### src/rtl/pkt_pkg.sv
package pkt_pkg;

  typedef enum logic [1:0] {
    K_SHORT2 = 2'd0,
    K_SHORT1 = 2'd1,
    K_LONG   = 2'd2,
    K_BLANK  = 2'd3
  } kind_t;

  typedef enum logic [1:0] {
    S_IDLE = 2'd0,
    S_HDR  = 2'd1,
    S_PAY  = 2'd2,
    S_FTR  = 2'd3
  } st_t;

  localparam logic [15:0] CRC_SEED = 16'hFFFF;
  localparam logic [15:0] CRC_POLY = 16'h8408;

  // Parity selection for each header ECC bit
  function automatic logic [23:0] ecc_mask(input int k);
    case (k)
      0:       ecc_mask = 24'hF12CB7;
      1:       ecc_mask = 24'hF2555B;
      2:       ecc_mask = 24'h749A6D;
      3:       ecc_mask = 24'hB8E38E;
      4:       ecc_mask = 24'hDF03F0;
      default: ecc_mask = 24'hEFFC00;
    endcase
  endfunction

  // One byte of reflected CRC, bit 0 first
  function automatic logic [15:0] crc_byte(input logic [15:0] c, input logic [7:0] d);
    logic [15:0] r;
    r = c;
    for (int i = 0; i < 8; i++) begin
      if (r[0] ^ d[i]) r = (r >> 1) ^ CRC_POLY;
      else             r = r >> 1;
    end
    return r;
  endfunction

endpackage

### src/rtl/hdr_ecc.sv
module hdr_ecc
  import pkt_pkg::*;
(
  input  logic [5:0]  dt,
  input  logic [1:0]  vc,
  input  logic [7:0]  b0,
  input  logic [7:0]  b1,
  output logic [31:0] hdr
);
  localparam int ECC_BITS = 6;

  logic [23:0]         body;
  logic [ECC_BITS-1:0] ecc;

  assign body = {b1, b0, vc, dt};

  for (genvar g = 0; g < ECC_BITS; g++) begin : g_par
    assign ecc[g] = ^(body & ecc_mask(g));
  end

  assign hdr = {2'b00, ecc, body};
endmodule

### src/rtl/crc_acc.sv
module crc_acc
  import pkt_pkg::*;
(
  input  logic        clk,
  input  logic        rst_n,
  input  logic        init,
  input  logic        en,
  input  logic [7:0]  din,
  output logic [15:0] crc
);
  always_ff @(posedge clk) begin
    if (!rst_n)    crc <= CRC_SEED;
    else if (init) crc <= CRC_SEED;
    else if (en)   crc <= crc_byte(crc, din);
  end

  assert_crc_seed_R6: assert property (@(posedge clk) disable iff (!rst_n)
    init |=> crc == 16'hFFFF);
endmodule

### src/rtl/pkt_seq.sv
module pkt_seq
  import pkt_pkg::*;
#(
  parameter int WC_W  = 16,
  parameter int LEN_W = WC_W + 1
) (
  input  logic             clk,
  input  logic             rst_n,
  input  logic             req_valid,
  output logic             req_ready,
  input  logic [1:0]       req_kind,
  input  logic [31:0]      req_hdr,
  input  logic [WC_W-1:0]  req_wc,
  input  logic [7:0]       req_fill,
  input  logic             pl_valid,
  output logic             pl_ready,
  input  logic [7:0]       pl_data,
  output logic             out_valid,
  input  logic             out_ready,
  output logic [7:0]       out_data,
  output logic             out_last,
  output logic [LEN_W-1:0] out_len,
  output logic             crc_init,
  output logic             crc_en,
  output logic [7:0]       crc_din,
  input  logic [15:0]      crc_val
);
  localparam logic [LEN_W-1:0] SHORT_LEN = LEN_W'(3);
  localparam logic [LEN_W-1:0] LONG_ADD  = LEN_W'(5);

  st_t             st;
  kind_t           kind_q;
  logic [31:0]     hdr_q;
  logic [WC_W-1:0] wc_q;
  logic [WC_W-1:0] cnt;
  logic [7:0]      fill_q;
  logic [1:0]      idx;

  logic accept, fire, has_pay, from_src, hold_ok, pay_end;
  kind_t req_k;

  assign req_k     = kind_t'(req_kind);
  assign req_ready = (st == S_IDLE);
  assign accept    = req_valid && req_ready;
  assign has_pay   = (kind_q == K_LONG) || (kind_q == K_BLANK);
  assign from_src  = (kind_q == K_LONG);
  assign fire      = out_valid && out_ready;
  assign pay_end   = (cnt == wc_q - 1'b1);
  assign hold_ok   = !(st == S_PAY && from_src);

  always_comb begin
    out_valid = 1'b0;
    out_data  = 8'h00;
    case (st)
      S_HDR: begin
        out_valid = 1'b1;
        out_data  = hdr_q[{idx, 3'b000} +: 8];
      end
      S_PAY: begin
        out_valid = from_src ? pl_valid : 1'b1;
        out_data  = from_src ? pl_data : fill_q;
      end
      S_FTR: begin
        out_valid = 1'b1;
        out_data  = idx[0] ? crc_val[15:8] : crc_val[7:0];
      end
      default: ;
    endcase
  end

  assign out_last = (st == S_HDR && idx == 2'd3 && !has_pay) ||
                    (st == S_FTR && idx == 2'd1);
  assign pl_ready = (st == S_PAY) && from_src && out_ready;
  assign crc_init = accept;
  assign crc_en   = (st == S_PAY) && fire;
  assign crc_din  = out_data;

  always_ff @(posedge clk) begin
    if (!rst_n) begin
      st      <= S_IDLE;
      kind_q  <= K_SHORT2;
      hdr_q   <= '0;
      wc_q    <= '0;
      cnt     <= '0;
      fill_q  <= '0;
      idx     <= '0;
      out_len <= '0;
    end else begin
      case (st)
        S_IDLE: if (accept) begin
          st     <= S_HDR;
          idx    <= '0;
          kind_q <= req_k;
          hdr_q  <= req_hdr;
          wc_q   <= req_wc;
          fill_q <= req_fill;
          if (req_k == K_LONG || req_k == K_BLANK)
            out_len <= LEN_W'(req_wc) + LONG_ADD;
          else
            out_len <= SHORT_LEN;
        end
        S_HDR: if (fire) begin
          if (idx == 2'd3) begin
            idx <= '0;
            cnt <= '0;
            if (!has_pay)        st <= S_IDLE;
            else if (wc_q == '0) st <= S_FTR;
            else                 st <= S_PAY;
          end else begin
            idx <= idx + 2'd1;
          end
        end
        S_PAY: if (fire) begin
          if (pay_end) begin
            st  <= S_FTR;
            idx <= '0;
          end else begin
            cnt <= cnt + 1'b1;
          end
        end
        S_FTR: if (fire) begin
          if (idx == 2'd1) st <= S_IDLE;
          idx <= idx + 2'd1;
        end
        default: st <= S_IDLE;
      endcase
    end
  end

  assert_ecc_top_zero_R3: assert property (@(posedge clk) disable iff (!rst_n)
    (st == S_HDR && idx == 2'd3) |-> out_data[7:6] == 2'b00);

  assert_short1_zero_R4: assert property (@(posedge clk) disable iff (!rst_n)
    (st == S_HDR && idx == 2'd2 && kind_q == K_SHORT1) |-> out_data == 8'h00);

  assert_hold_R10: assert property (@(posedge clk) disable iff (!rst_n)
    (out_valid && !out_ready && hold_ok) |=> (out_valid && $stable(out_data)));

  assert_pl_pass_R5: assert property (@(posedge clk) disable iff (!rst_n)
    (pl_valid && pl_ready) |-> fire);

  assert_short_len_R8: assert property (@(posedge clk) disable iff (!rst_n)
    (accept && (req_k == K_SHORT1 || req_k == K_SHORT2)) |=> out_len == SHORT_LEN);

  assert_zero_wc_R9: assert property (@(posedge clk) disable iff (!rst_n)
    (st == S_HDR && idx == 2'd3 && fire && has_pay && wc_q == '0)
      |=> (st == S_FTR && out_data == 8'hFF));

  assert_done_ready_R10: assert property (@(posedge clk) disable iff (!rst_n)
    (fire && out_last) |=> req_ready);
endmodule

### src/rtl/pkt_hdr_builder.sv
module pkt_hdr_builder
  import pkt_pkg::*;
#(
  parameter int WC_W  = 16,
  parameter int LEN_W = WC_W + 1
) (
  input  logic             clk,
  input  logic             rst_n,
  input  logic             req_valid,
  output logic             req_ready,
  input  logic [1:0]       req_kind,
  input  logic [5:0]       req_dt,
  input  logic [1:0]       req_vc,
  input  logic [7:0]       req_b0,
  input  logic [7:0]       req_b1,
  input  logic [7:0]       req_fill,
  input  logic             pl_valid,
  output logic             pl_ready,
  input  logic [7:0]       pl_data,
  output logic             out_valid,
  input  logic             out_ready,
  output logic [7:0]       out_data,
  output logic             out_last,
  output logic [LEN_W-1:0] out_len
);
  logic [7:0]      b1_eff;
  logic [31:0]     hdr;
  logic [WC_W-1:0] wc;
  logic            crc_init, crc_en;
  logic [7:0]      crc_din;
  logic [15:0]     crc_val;

  assign b1_eff = (kind_t'(req_kind) == K_SHORT1) ? 8'h00 : req_b1;
  assign wc     = WC_W'({req_b1, req_b0});

  hdr_ecc u_ecc (
    .dt (req_dt), .vc (req_vc), .b0 (req_b0), .b1 (b1_eff), .hdr (hdr)
  );

  crc_acc u_crc (
    .clk (clk), .rst_n (rst_n), .init (crc_init), .en (crc_en),
    .din (crc_din), .crc (crc_val)
  );

  pkt_seq #(.WC_W (WC_W), .LEN_W (LEN_W)) u_seq (
    .clk       (clk),
    .rst_n     (rst_n),
    .req_valid (req_valid),
    .req_ready (req_ready),
    .req_kind  (req_kind),
    .req_hdr   (hdr),
    .req_wc    (wc),
    .req_fill  (req_fill),
    .pl_valid  (pl_valid),
    .pl_ready  (pl_ready),
    .pl_data   (pl_data),
    .out_valid (out_valid),
    .out_ready (out_ready),
    .out_data  (out_data),
    .out_last  (out_last),
    .out_len   (out_len),
    .crc_init  (crc_init),
    .crc_en    (crc_en),
    .crc_din   (crc_din),
    .crc_val   (crc_val)
  );
endmodule

### config.mk
export PLATFORM = sky130hd
export DESIGN_NAME = pkt_hdr_builder
export DESIGN_NICKNAME = d
export VERILOG_FILES = /design/src/rtl/pkt_pkg.sv /design/src/rtl/hdr_ecc.sv /design/src/rtl/crc_acc.sv /design/src/rtl/pkt_seq.sv /design/src/rtl/pkt_hdr_builder.sv
export SDC_FILE = /design/constraint.sdc
export NUM_CORES = 1
export LEC_CHECK = 0
export ABC_AREA = 1
export BUFFER_PORTS_ARGS = -buffer_cell sky130_fd_sc_hd__buf_4
export CAP_MARGIN = 5
export CORE_MARGIN = 2
export CORE_UTILIZATION = 45
export DETAILED_ROUTE_END_ITERATION = 10
export PLACE_DENSITY_LB_ADDON = 0.25
export RECOVER_POWER = 100
export SETUP_SLACK_MARGIN = 0.02
export SKIP_CTS_REPAIR_TIMING = 1
export SLEW_MARGIN = 0
export SYNTH_ARGS = -nofsm -noshare
export SYNTH_HDL_FRONTEND = slang
export SYNTH_SLANG_ARGS = --single-unit
### constraint.sdc
create_clock -name clk -period 4.5 [get_ports clk]
set_input_delay 0.225 -clock clk [delete_from_list [all_inputs] [get_ports clk]]
set_output_delay 0.225 -clock clk [all_outputs]
set_load 0.02 [all_outputs]
==> results of run 1 <==
## path summary, 6_finish.rpt
check	endpoint	depth (start not counted)	startpoint	slack, ns
worst max-delay path	u_seq.cnt[11]	8	u_seq.kind_q[1]	1.16
worst min-delay path	u_seq.fill_q[7]	3	req_fill[7]	0.06
worst max register to register	u_seq.cnt[11]	8	u_seq.kind_q[1]	1.16
worst min register to register	u_seq.out_len[16]	2	u_seq.out_len[16]	0.46
## cells by family after synthesis
kind of cell             Yosys count  synth area share [%]
adder cells (fa/ha/maj)            9                  1.78
XOR/XNOR                          90                  12.7
AO/OA/AOI/OAI                    197                  17.7
flip-flops                       101                  32.0
buffers and inverters            140                  8.88
AND/OR/NAND/NOR                  378                  26.9
## metal layers
layer,track usage [%],wire (um)
met4,5.60,223
met2,39.8,8260
met1,30.8,7800
met5,0,0
met3,5.30,872
## registers in the layout, summed over array words and instances (netlist names), named ones only
register       flops
u_seq.hdr_q       22
u_seq.kind_q       2
u_seq.idx          2
u_seq.cnt         16
u_seq.wc_q        16
u_crc.crc         16
u_seq.st           1
u_seq.fill_q       8
u_seq.out_len     17
## cell type report
cell class / instances / area (um2)
Clock inverter: 6 / 72.6
Inverter: 108 / 405
Clock buffer: 9 / 225
Tap cell: 180 / 225
Timing Repair Buffer: 80 / 499
Multi-Input combinational cell: 674 / 3690
Sequential cell: 101 / 2020
Fill cell: 1453 / 6630
## metrics by stage
step	hold WS (ns)	utilization (%)
5_1_grt	0.0661	51.8
3_5_place_dp	0.433	50.7
6_report	0.0634	51.8
3_3_place_gp	0.430	50.7
4_1_cts	0.0551	52.9
2_1_floorplan	0.315	-
## power breakdown
group	internal [W]	switching [W]	leakage, nW
Combinational	0.000255	0.000455	1.98
Sequential	0.000949	0.0000455	0.824
Clock	0.000435	0.000366	0.141
Total	0.00164	0.000867	2.94
## cells in the final DEF (no fill, tap or decap), types with 3 or more instances in the layout
master,count
nand3_2,4
ha_1,9
a22oi_1,3
xor2_1,45
nand4_1,10
o22ai_1,20
o31ai_1,3
clkbuf_1,27
nand2_2,9
nand2_4,3
buf_4,53
nor2_1,81
nor2_4,3
nand3_1,45
inv_2,6
nand2_1,198
a21oi_1,61
a22o_1,8
inv_1,101
nor3_1,14
nor2_2,4
xnor2_1,43
a21oi_2,7
o21ai_1,6
o211ai_1,5
dfxtp_1,101
clkbuf_16,9
o21ai_0,81
## worst min-delay path, stage by stage
cell	delay, ns
buf_4	0.08
nand2_1	0.04
o21ai_0	0.05
==> impl_results.md, run 1 <==
* Worst path buffer plus inverter count at 1
* CP Data Arrival Time at about 3.5 ns
* Slowest stage cell, crit path: nor2_1
* Clock transition at the registers of the reported paths at roughly 0.080 ns
* Final Max Tran Viols at 0
* Buffers on Ports at between 70 and 80
* Worst path required time at 4.71 ns
* Cts bufs inserted at 9
* Worst rel slew slack at approximately a tenth
* Router iterations before antenna repair at 6
* Yosys warning count at 0
* Global-route wire length before repair at 27,800 um
* Die ar. at between 0.01 and 0.015 mm2
* Final Cycle Share at 74.2%
* Post-synth top flop: dfxtp_1
* Final setup viols at 0
* Crit-path max cell delay at approximately 0.97 ns
* Fraction of layout cells with a size suffix above 1 at between 10% and 20%
* Vias in the first global route at 5,518
* Crit end category: register
* IO Count at 76
* Register area share after synthesis at around a third
* Post-layout total power at 0.00251 W
* Run status: complete, no violations
* Worst setup SP type: register
* Core ar. at between 0.01 and 0.015 mm2
* DRC violation count after routing at 0
* Async S/R FF share, synth at 0%
* 1st-iter DRT viols at around 470
* Area leader, netlist: dfxtp_1
* Final ANT Viol Nets at 0
* Htree depth at 3
* DR vias at between 5,000 and 6,000
* Area fraction of the dominant cell type after synthesis at between 30% and 40%
* Vias per cell at about 5.2
* Largest net degree at the start of global routing at 34
* Top post-synthesis cells by area: dfxtp_1 32%, nand2_1 12%, xor2_1 6.2%, o21ai_0 6.2%, xnor2_1 6.0%
* Mapped Nets at roughly 970
* Pwr/cell area at around 350 mW/mm2
* Setup slack at placement at about 1.8 ns
* Slew @ Worst Pin at 1.35 ns
* Root buffer cell: clkbuf_16
* Dpl cell area at about 0.007 mm2
* Cell Chain, Critical Path: inv_1 > nor2_1 > a21oi_1 > a21oi_1 > nor2_1 > nand2_1 > nand2_1 > a21oi_2
* Synth Area per Inst at slightly below 7 um2
* Post-synth EDFFs at 0
* Final Skew at ~0.010 ns
* Worst-Skew Late Latency at 0.36 ns
* TNS Setup at 0 ns
* Final Hold Fails at 0
* Critical path class: reg2reg
* Fmax at between 0.2 and 0.3 GHz
* Max FO, Critical Path at 19
* Total congestion overflow at 0
* Site Rows at between 40 and 50
* Mapped Cells at ~920
* Initial antenna violation count at 0
* Max Cap Viol at 0
* RSZ-0062 raised after global routing: no
* Initial core utilization at approximately 46%
* Post-Syn Area at between 0.006 and 0.007 mm2
* Clock Sinks at around 100
* CTS tree: built
* Fin crit period at about 3.3 ns
* Avg WL per Cell at between 10 and 15 um
* Yosys reg bits at 101
* CP delay by family, top: simple AND/OR/NAND/NOR gates
* Fin cells at approximately 1,200
* Placed insts at between 1,000 and 1,500
* RD Place Congestion at 0.880
* Final setup margin at ~1.2 ns
* Total track usage at between 20% and 30%
* NumNets Final at just over 1,000
* Leakage at slightly below 3 nW
* Synth top cells by count: 195 x nand2_1, 101 x dfxtp_1, 100 x inv_1
* Clock buffer depth at 2
* Die W at about 120 um
* Most instantiated library cell after synthesis: nand2_1
* Die Ht at 122 um
* Area Growth Syn to Fin at 13.1%
* HP Class: in2reg
* Final wirelength at ~17,000 um
* Yosys cell types at between 40 and 50
* VDD IR max at between 0.0002 and 0.0003 V
* DP HPWL at 13,100 um
* Cell area after layout at slightly above 0.007 mm2
* Antenna cell count at 0
(Power assumes the default switching activity.)
==> inputs of run 2 (changes only) <==
--- a/config.mk
+++ b/config.mk
@@ -5,7 +5,7 @@
 export SDC_FILE = /design/constraint.sdc
 export NUM_CORES = 1
 export LEC_CHECK = 0
-export ABC_AREA = 1
+export ABC_AREA = 0
 export BUFFER_PORTS_ARGS = -buffer_cell sky130_fd_sc_hd__buf_4
 export CAP_MARGIN = 5
 export CORE_MARGIN = 2
==> constraint.sdc (replaced) <==
create_clock -name clk -period 2.87 [get_ports clk]
set_input_delay 0.1435 -clock clk [delete_from_list [all_inputs] [get_ports clk]]
set_output_delay 0.1435 -clock clk [all_outputs]
set_load 0.02 [all_outputs]
==> impl_results.md, run 2 <==
* Run status: complete, no violations (unchanged)
* Yosys cell types at 53 (was 42)
* Mapped Nets at 804 (was 971)
* Synth top cells by count: 162 x nand2_1, 101 x dfxtp_1, 61 x xnor2_1 (was 195 x nand2_1, 101 x dfxtp_1, 100 x inv_1)
* Worst setup SP type: register (unchanged)
* Share of total power in the clock network at 35.1% (was 32.0%)
* Fin cells at 1,002 (was 1,158)
* Clock buffer depth at 2 (unchanged)
* Final ANT Viol Nets at 0 (unchanged)
* Post-Syn Area at 0.00608 mm2 (was 0.00631 mm2)
* Hold path start: req_fill[6] (was req_fill[7])
* Register area share after synthesis at 33.3% (was 32.0%)
* Async S/R FF share, synth at 0% (unchanged)
* RSZ-0062 raised after global routing: yes (was no)
* Clock transition at the registers of the reported paths at 0.08 ns (about the same)
* VDD IR max at 0.000277 V (was 0.000271 V)
* Final wirelength at 16,400 um (was 17,200 um)
* Fmax at 0.353 GHz (was 0.299 GHz)
* Final Cycle Share at 98.7% (was 74.2%)
* Most frequent cells in the layout: 162 x nand2_1, 101 x dfxtp_1, 78 x buf_4, 61 x xnor2_1, 41 x a21boi_0 (was 198 x nand2_1, 101 x inv_1, 101 x dfxtp_1, 81 x o21ai_0, 81 x nor2_1)
* 1st-iter DRT viols at 363 (was 467)
* Worst path required time at 3.16 ns (was 4.71 ns)
* R2R Path End: u_seq.cnt[5] (was u_seq.cnt[11])
* Yosys warning count at 0 (unchanged)
* Post-layout total power at 0.00357 W (was 0.00251 W)
* Slew @ Worst Pin at 0.930 ns (was 1.35 ns)
* Post-synth EDFFs at 0 (unchanged)
* Most instantiated library cell after synthesis: nand2_1 (unchanged)
* Crit end category: register (unchanged)
* Fin crit period at 2.83 ns (was 3.34 ns)
* DR vias at 5,530 (was 5,983)
* Die Ht at 120 um (was 122 um)
* Pwr/cell area at 498 mW/mm2 (was 351 mW/mm2)
* TNS Setup at 0 ns (unchanged)
* Top post-synthesis cells by area: dfxtp_1 33%, nand2_1 10%, xnor2_1 8.8%, a21boi_0 5.1%, xor2_1 4.8% (was dfxtp_1 32%, nand2_1 12%, xor2_1 6.2%, o21ai_0 6.2%, xnor2_1 6.0%)
* HP Class: in2reg (unchanged)
* Hold path depth at 3 (unchanged)
* Setup slack at placement at -0.0454 ns (was 1.81 ns)
* Sw Ratio at 31.4% (was 34.6%)
* Area fraction of the dominant cell type after synthesis at 33.3% (was 32.0%)
* Worst r2r path cells at 9 (was 8)
* Final setup margin at 0.0372 ns (was 1.16 ns)
* Vias per cell at 5.52 (was 5.17)
* Antenna cell count at 0 (unchanged)
* Cts bufs inserted at 9 (unchanged)
* Die ar. at 0.0145 mm2 (was 0.0150 mm2)
* NumNets Final at 877 (was 1,030)
* Post-synth top flop: dfxtp_1 (unchanged)
* CP Data Arrival Time at 3.12 ns (was 3.54 ns)
* Final setup viols at 0 (unchanged)
* IO Count at 76 (unchanged)
* Leakage at 2.73 nW (was 2.94 nW)
* Fraction of layout cells with a size suffix above 1 at 14.3% (was 11.0%)
* Max Cap Viol at 0 (unchanged)
* Avg WL per Cell at 16.4 um (was 14.8 um)
* Mapped Cells at 748 (was 915)
* End of the worst hold path: u_seq.fill_q[6] (was u_seq.fill_q[7])
* Max FO, Critical Path at 7 (was 19)
* Most common cell after layout, fill and taps aside: nand2_1 (unchanged)
* CTS tree: built (unchanged)
* Initial antenna violation count at 0 (unchanged)
* Area leader, netlist: dfxtp_1 (unchanged)
* Total congestion overflow at 0 (unchanged)
* Site Rows at 42 (was 43)
* Gate power share at 22.6% (was 28.4%)
* Final Max Tran Viols at 0 (unchanged)
* Root buffer cell: clkbuf_16 (unchanged)
* Largest net degree at the start of global routing at 60 (was 34)
* Placed insts at 984 (was 1,143)
* Max reg flops at 22 (unchanged)
* Initial core utilization at 46.1% (was 45.8%)
* Worst rel slew slack at 38.0% (was 10.1%)
* DRC violation count after routing at 0 (unchanged)
* Reg-to-reg slack, setup at 0.04 ns (was 1.16 ns)
* Final Skew at 0.00940 ns (was 0.0105 ns)
* Total track usage at 22.8% (was 23.6%)
* Seq pwr share at 42.3% (was 39.7%)
* Internal at 0.00245 W (was 0.00164 W)
* Area Growth Syn to Fin at 17.9% (was 13.1%)
* Yosys reg bits at 101 (unchanged)
* Buffers on Ports at 75 (unchanged)
* RD Place Congestion at 0.839 (was 0.880)
* Core ar. at 0.0132 mm2 (was 0.0138 mm2)
* Reg-to-Reg Start: u_seq.wc_q[7] (was u_seq.kind_q[1])
* Global-route wire length before repair at 26,000 um (was 27,800 um)
* Largest registers: u_seq.hdr_q: 22 flops, u_seq.out_len: 17 flops (unchanged)
* Critical path class: reg2reg (unchanged)
* Htree depth at 3 (unchanged)
* Top reg by flops: u_seq.hdr_q (unchanged)
* Vias in the first global route at 5,128 (was 5,518)
* Final Hold Fails at 0 (unchanged)
* Die W at 120 um (was 122 um)
* Switch Pwr at 0.00112 W (was 0.000867 W)
* Synth Area per Inst at 8.12 um2 (was 6.90 um2)
* Worst-Skew Late Latency at 0.36 ns (about the same)
* Router iterations before antenna repair at 5 (was 6)
* Clock Sinks at 101 (unchanged)
* DP HPWL at 12,100 um (was 13,100 um)
[run 2: cell count changes in the layout (fill, tap and decap cells not counted), sizes merged, moves of 17 or more]
cell	previous run	this run
nand3	49	32
mux2i	0	19
inv	109	18
buf	53	80
nand2	210	162
a21oi	68	29
xnor2	43	61
a21boi	0	41
o21ai	87	32
nor2	90	23
[run 2: cell families after synthesis]
group | share of synthesized area [%]
buf+inv | 4.43
mux | 5.35
fa+ha+maj | 1.85
flops | 33.3
compound gates | 17.6
simple gates | 22.4
xor+xnor | 15.1
[run 2: final cells by class]
cell class	instances	area (um2)
timing repair buffer	116	741
tap	176	220
multi-input combinational	579	3830
sequential	101	2020
clock buffer	9	225
inverter	14	52.6
clock inverter	7	77.6
fill	1274	6020
[run 2: power groups by stage]
stage               logic [W]  registers (W)  clock network [W]
floorplan            0.000549        0.00154                  0
global placement     0.000795        0.00154                  0
detailed placement   0.000812        0.00154                  0
CTS                  0.000816        0.00151            0.00127
global route         0.000881        0.00152            0.00133
finish               0.000808        0.00151            0.00125
[run 2: critical path, stage by stage (launching register included)]
cell and delay [ns]:
dfxtp_1 0.32, or3_4 0.38, or4_4 0.46, or4_1 0.52
nand4_1 0.10, or4_4 0.13, nor3_2 0.05, buf_6 0.13
or4_1 0.50, a21oi_1 0.16
[run 2: through the flow]
step	util, %	instance area (um2)	hold slack [ns]
after floorplan	-	6080	0.288
after global routing	54.3	7170	0.0312
final	54.3	7170	0.0309
after detailed placement	52.6	6940	0.416
after CTS	54.9	7240	0.0252
after global placement	52.6	6940	0.407
[run 2: layer usage]
metal  routed length, um  vias to the layer above  global-route usage [%]
met5                   0                        -                       0
met4                 339                        0                    8.50
met3                 765                       27                    3.87
met2                7900                      161                    38.1
met1                7400                     2610                    29.6
li1                    -                     2732                       -
[run 2: worst max path at each step]
stage / from / endpoint / slack, ns / cells past startpoint
2_1_floorplan: u_seq.wc_q[7] / u_seq.cnt[15] / 0.05 / 10
3_3_place_gp: u_seq.wc_q[7] / u_seq.cnt[15] / 0.04 / 9
3_5_place_dp: u_seq.wc_q[7] / u_seq.cnt[15] / -0.05 / 9
4_1_cts: u_seq.wc_q[7] / u_seq.cnt[5] / -0.06 / 9
5_1_grt: u_seq.wc_q[7] / u_seq.cnt[5] / -0.05 / 9
6_report: u_seq.wc_q[7] / u_seq.cnt[5] / 0.04 / 9
==> inputs of run 3 (changes only) <==
--- a/config.mk
+++ b/config.mk
@@ -10,12 +10,13 @@
 export CAP_MARGIN = 5
 export CORE_MARGIN = 2
 export CORE_UTILIZATION = 45
+export CTS_BUF_LIST = sky130_fd_sc_hd__clkbuf_8
 export DETAILED_ROUTE_END_ITERATION = 10
 export PLACE_DENSITY_LB_ADDON = 0.25
 export RECOVER_POWER = 100
 export SETUP_SLACK_MARGIN = 0.02
 export SKIP_CTS_REPAIR_TIMING = 1
-export SLEW_MARGIN = 0
+export SLEW_MARGIN = 20
 export SYNTH_ARGS = -nofsm -noshare
 export SYNTH_HDL_FRONTEND = slang
 export SYNTH_SLANG_ARGS = --single-unit
==> constraint.sdc (replaced) <==
create_clock -name clk -period 2.87 [get_ports clk]
set_input_delay 0.1435 -clock clk [delete_from_list [all_inputs] [get_ports clk]]
set_output_delay 0.1435 -clock clk [all_outputs]
set_load 0.05 [all_outputs]
==> impl_results.md, run 3 (synthesis results as in run 2) <==
* Max reg flops at 22 (unchanged)
* CTS tree: built (unchanged)
* Final Hold Fails at 1 (was 0)
* 1st-iter DRT viols at 324 (was 363)
* Leakage at 2.72 nW (was 2.73 nW)
* Hold path depth at 3 (unchanged)
* Reg-to-reg slack, setup at 0.007 ns (was 0.04 ns)
* Cell Chain, Critical Path: or3_4 > or4_4 > or4_1 > nand4_1 > or4_4 > nor3_4 > buf_6 > or4_1 > a21oi_1 (was or3_4 > or4_4 > or4_1 > nand4_1 > or4_4 > nor3_2 > buf_6 > or4_1 > a21oi_1)
* Setup slack at placement at -0.0454 ns (unchanged)
* Final Cycle Share at 99.8% (was 98.7%)
* Slew @ Worst Pin at 1.26 ns (was 0.930 ns)
* DR vias at 5,513 (was 5,530)
* Max FO, Critical Path at 8 (was 7)
* Global-route wire length before repair at 25,800 um (was 26,000 um)
* Total track usage at 22.6% (was 22.8%)
* Worst path buffer plus inverter count at 1 (unchanged)
* NumNets Final at 882 (was 877)
* Die ar. at 0.0145 mm2 (unchanged)
* Crit-path max cell delay at 0.52 ns (about the same)
* Critical path startpoint: u_seq.wc_q[7] (unchanged)
* Buffers on Ports at 75 (unchanged)
* Core ar. at 0.0132 mm2 (unchanged)
* CP delay by family, top: simple AND/OR/NAND/NOR gates (unchanged)
* Fraction of layout cells with a size suffix above 1 at 14.7% (was 14.3%)
* Worst rel slew slack at 16.3% (was 38.0%)
* Final ANT Viol Nets at 0 (unchanged)
* Site Rows at 42 (unchanged)
* VDD IR max at 0.000425 V (was 0.000277 V)
* Vias in the first global route at 5,078 (was 5,128)
* Final hold slack at -0.00696 ns (was 0.0309 ns)
* Fin crit period at 2.86 ns (was 2.83 ns)
* Die W at 120 um (unchanged)
* Largest registers: u_seq.hdr_q: 22 flops, u_seq.out_len: 17 flops (unchanged)
* RSZ-0062 raised after global routing: yes (unchanged)
* Worst r2r path cells at 9 (unchanged)
* Gate power share at 25.9% (was 22.6%)
* Router iterations before antenna repair at 5 (unchanged)
* Reg-to-Reg Start: u_seq.wc_q[7] (unchanged)
* CP Data Arrival Time at 3.19 ns (was 3.12 ns)
* DP HPWL at 12,100 um (unchanged)
* RD Place Congestion at 0.839 (unchanged)
* Critical path class: reg2reg (unchanged)
* Final Skew at 0.00984 ns (was 0.00940 ns)
* Internal at 0.00218 W (was 0.00245 W)
* Total congestion overflow at 0 (unchanged)
* Top reg by flops: u_seq.hdr_q (unchanged)
* Clock Sinks at 101 (unchanged)
* Worst path required time at 3.19 ns (was 3.16 ns)
* Htree depth at 3 (unchanged)
* Worst-Skew Late Latency at 0.40 ns (was 0.36 ns)
* Area Growth Syn to Fin at 17.4% (was 17.9%)
* Switch Pwr at 0.00112 W (about the same)
* IO Count at 76 (unchanged)
* Clock buffer depth at 2 (unchanged)
* End of the worst hold path: u_seq.fill_q[0] (was u_seq.fill_q[6])
* Seq pwr share at 45.8% (was 42.3%)
* Root buffer cell: clkbuf_8 (was clkbuf_16)
* Sw Ratio at 33.9% (was 31.4%)
* Crit end category: register (unchanged)
* Final wirelength at 16,400 um (about the same)
* Violated checks: negative hold slack
* Final Max Tran Viols at 0 (unchanged)
* Final setup margin at 0.00692 ns (was 0.0372 ns)
* Run status: finished with violations (was complete, no violations)
* Hold path start: req_fill[0] (was req_fill[6])
* Filler cells at 1,282 (was 1,274)
* Initial antenna violation count at 0 (unchanged)
* Final setup viols at 0 (unchanged)
* Max Cap Viol at 0 (unchanged)
* Clock transition at the registers of the reported paths at 0.11 ns (was 0.08 ns)
* Largest net degree at the start of global routing at 60 (unchanged)
* DRC violation count after routing at 0 (unchanged)
* Fmax at 0.349 GHz (was 0.353 GHz)
* Most common cell after layout, fill and taps aside: nand2_1 (unchanged)
* R2R Path End: u_seq.cnt[5] (unchanged)
* Antenna cell count at 0 (unchanged)
* Die Ht at 120 um (unchanged)
* Share of total power in the clock network at 28.2% (was 35.1%)
* Worst setup SP type: register (unchanged)
* Cts bufs inserted at 9 (unchanged)
* TNS Setup at 0 ns (unchanged)
* HP Class: in2reg (unchanged)
* Slowest stage cell, crit path: or4_1 (unchanged)
* Avg WL per Cell at 16.2 um (was 16.4 um)
* Most frequent cells in the layout: 162 x nand2_1, 100 x dfxtp_1, 78 x buf_4, 61 x xnor2_1, 41 x a21boi_0 (was 162 x nand2_1, 101 x dfxtp_1, 78 x buf_4, 61 x xnor2_1, 41 x a21boi_0)
* Initial core utilization at 46.1% (unchanged)
* Pwr/cell area at 462 mW/mm2 (was 498 mW/mm2)
* Vias per cell at 5.47 (was 5.52)
-- run 3: metal layers --
layer  routed length [um]  global-route usage (%)  share of wire [%]
met1                 7460                    29.3                 46
met5                    0                       0                  0
met4                  244                    6.18                1.5
met3                  750                    4.58                4.6
met2                 7900                    38.3                 48
-- run 3: how the worst max path moves through the flow --
| stage | to | slack [ns] | depth (start not counted) |
|---|---|---|---|
| after floorplan | u_seq.cnt[15] | 0.05 | 10 |
| after global placement | u_seq.cnt[15] | 0.04 | 9 |
| after detailed placement | u_seq.cnt[15] | -0.05 | 9 |
| after CTS | u_seq.cnt[5] | -0.07 | 9 |
| after global routing | u_seq.cnt[5] | -0.07 | 9 |
| final | u_seq.cnt[5] | 0.007 | 9 |
-- run 3: area by class of cell --
class                      count  area, um2  area share [%]
clock buffer                   9        124            1.74
clock inverter                 7       77.6            1.09
inverter                      14       52.6           0.737
multi-input combinational    579       3830            53.7
sequential                   101       2020            28.4
tap                          176        220            3.09
timing repair buffer         121        803            11.3
-- run 3: stage by stage --
step	util (%)	power (W)	std cells	hold slack, ns	area, um2
floorplan	-	0.00213	748	0.288	6080
global placement	52.6	0.00237	984	0.407	6940
detailed placement	52.6	0.00239	984	0.416	6940
CTS	54.1	0.00332	1000	-0.0270	7140
global route	54.1	0.00346	1007	0.000859	7130
finish	54.1	0.00330	1007	-0.00696	7130
-- run 3: power by group through the flow --
stage               clock network [W]  logic (W)  registers [W]
CTS                          0.000958   0.000856        0.00151
floorplan                           0   0.000565        0.00157
detailed placement                  0   0.000853        0.00154
finish                       0.000931   0.000856        0.00151
global route                  0.00101   0.000930        0.00152
global placement                    0   0.000837        0.00154
-- run 3: tightest hold or removal path, stage by stage --
cell	delay, ns
buf_4	0.11
nand2_1	0.04
a21boi_0	0.06
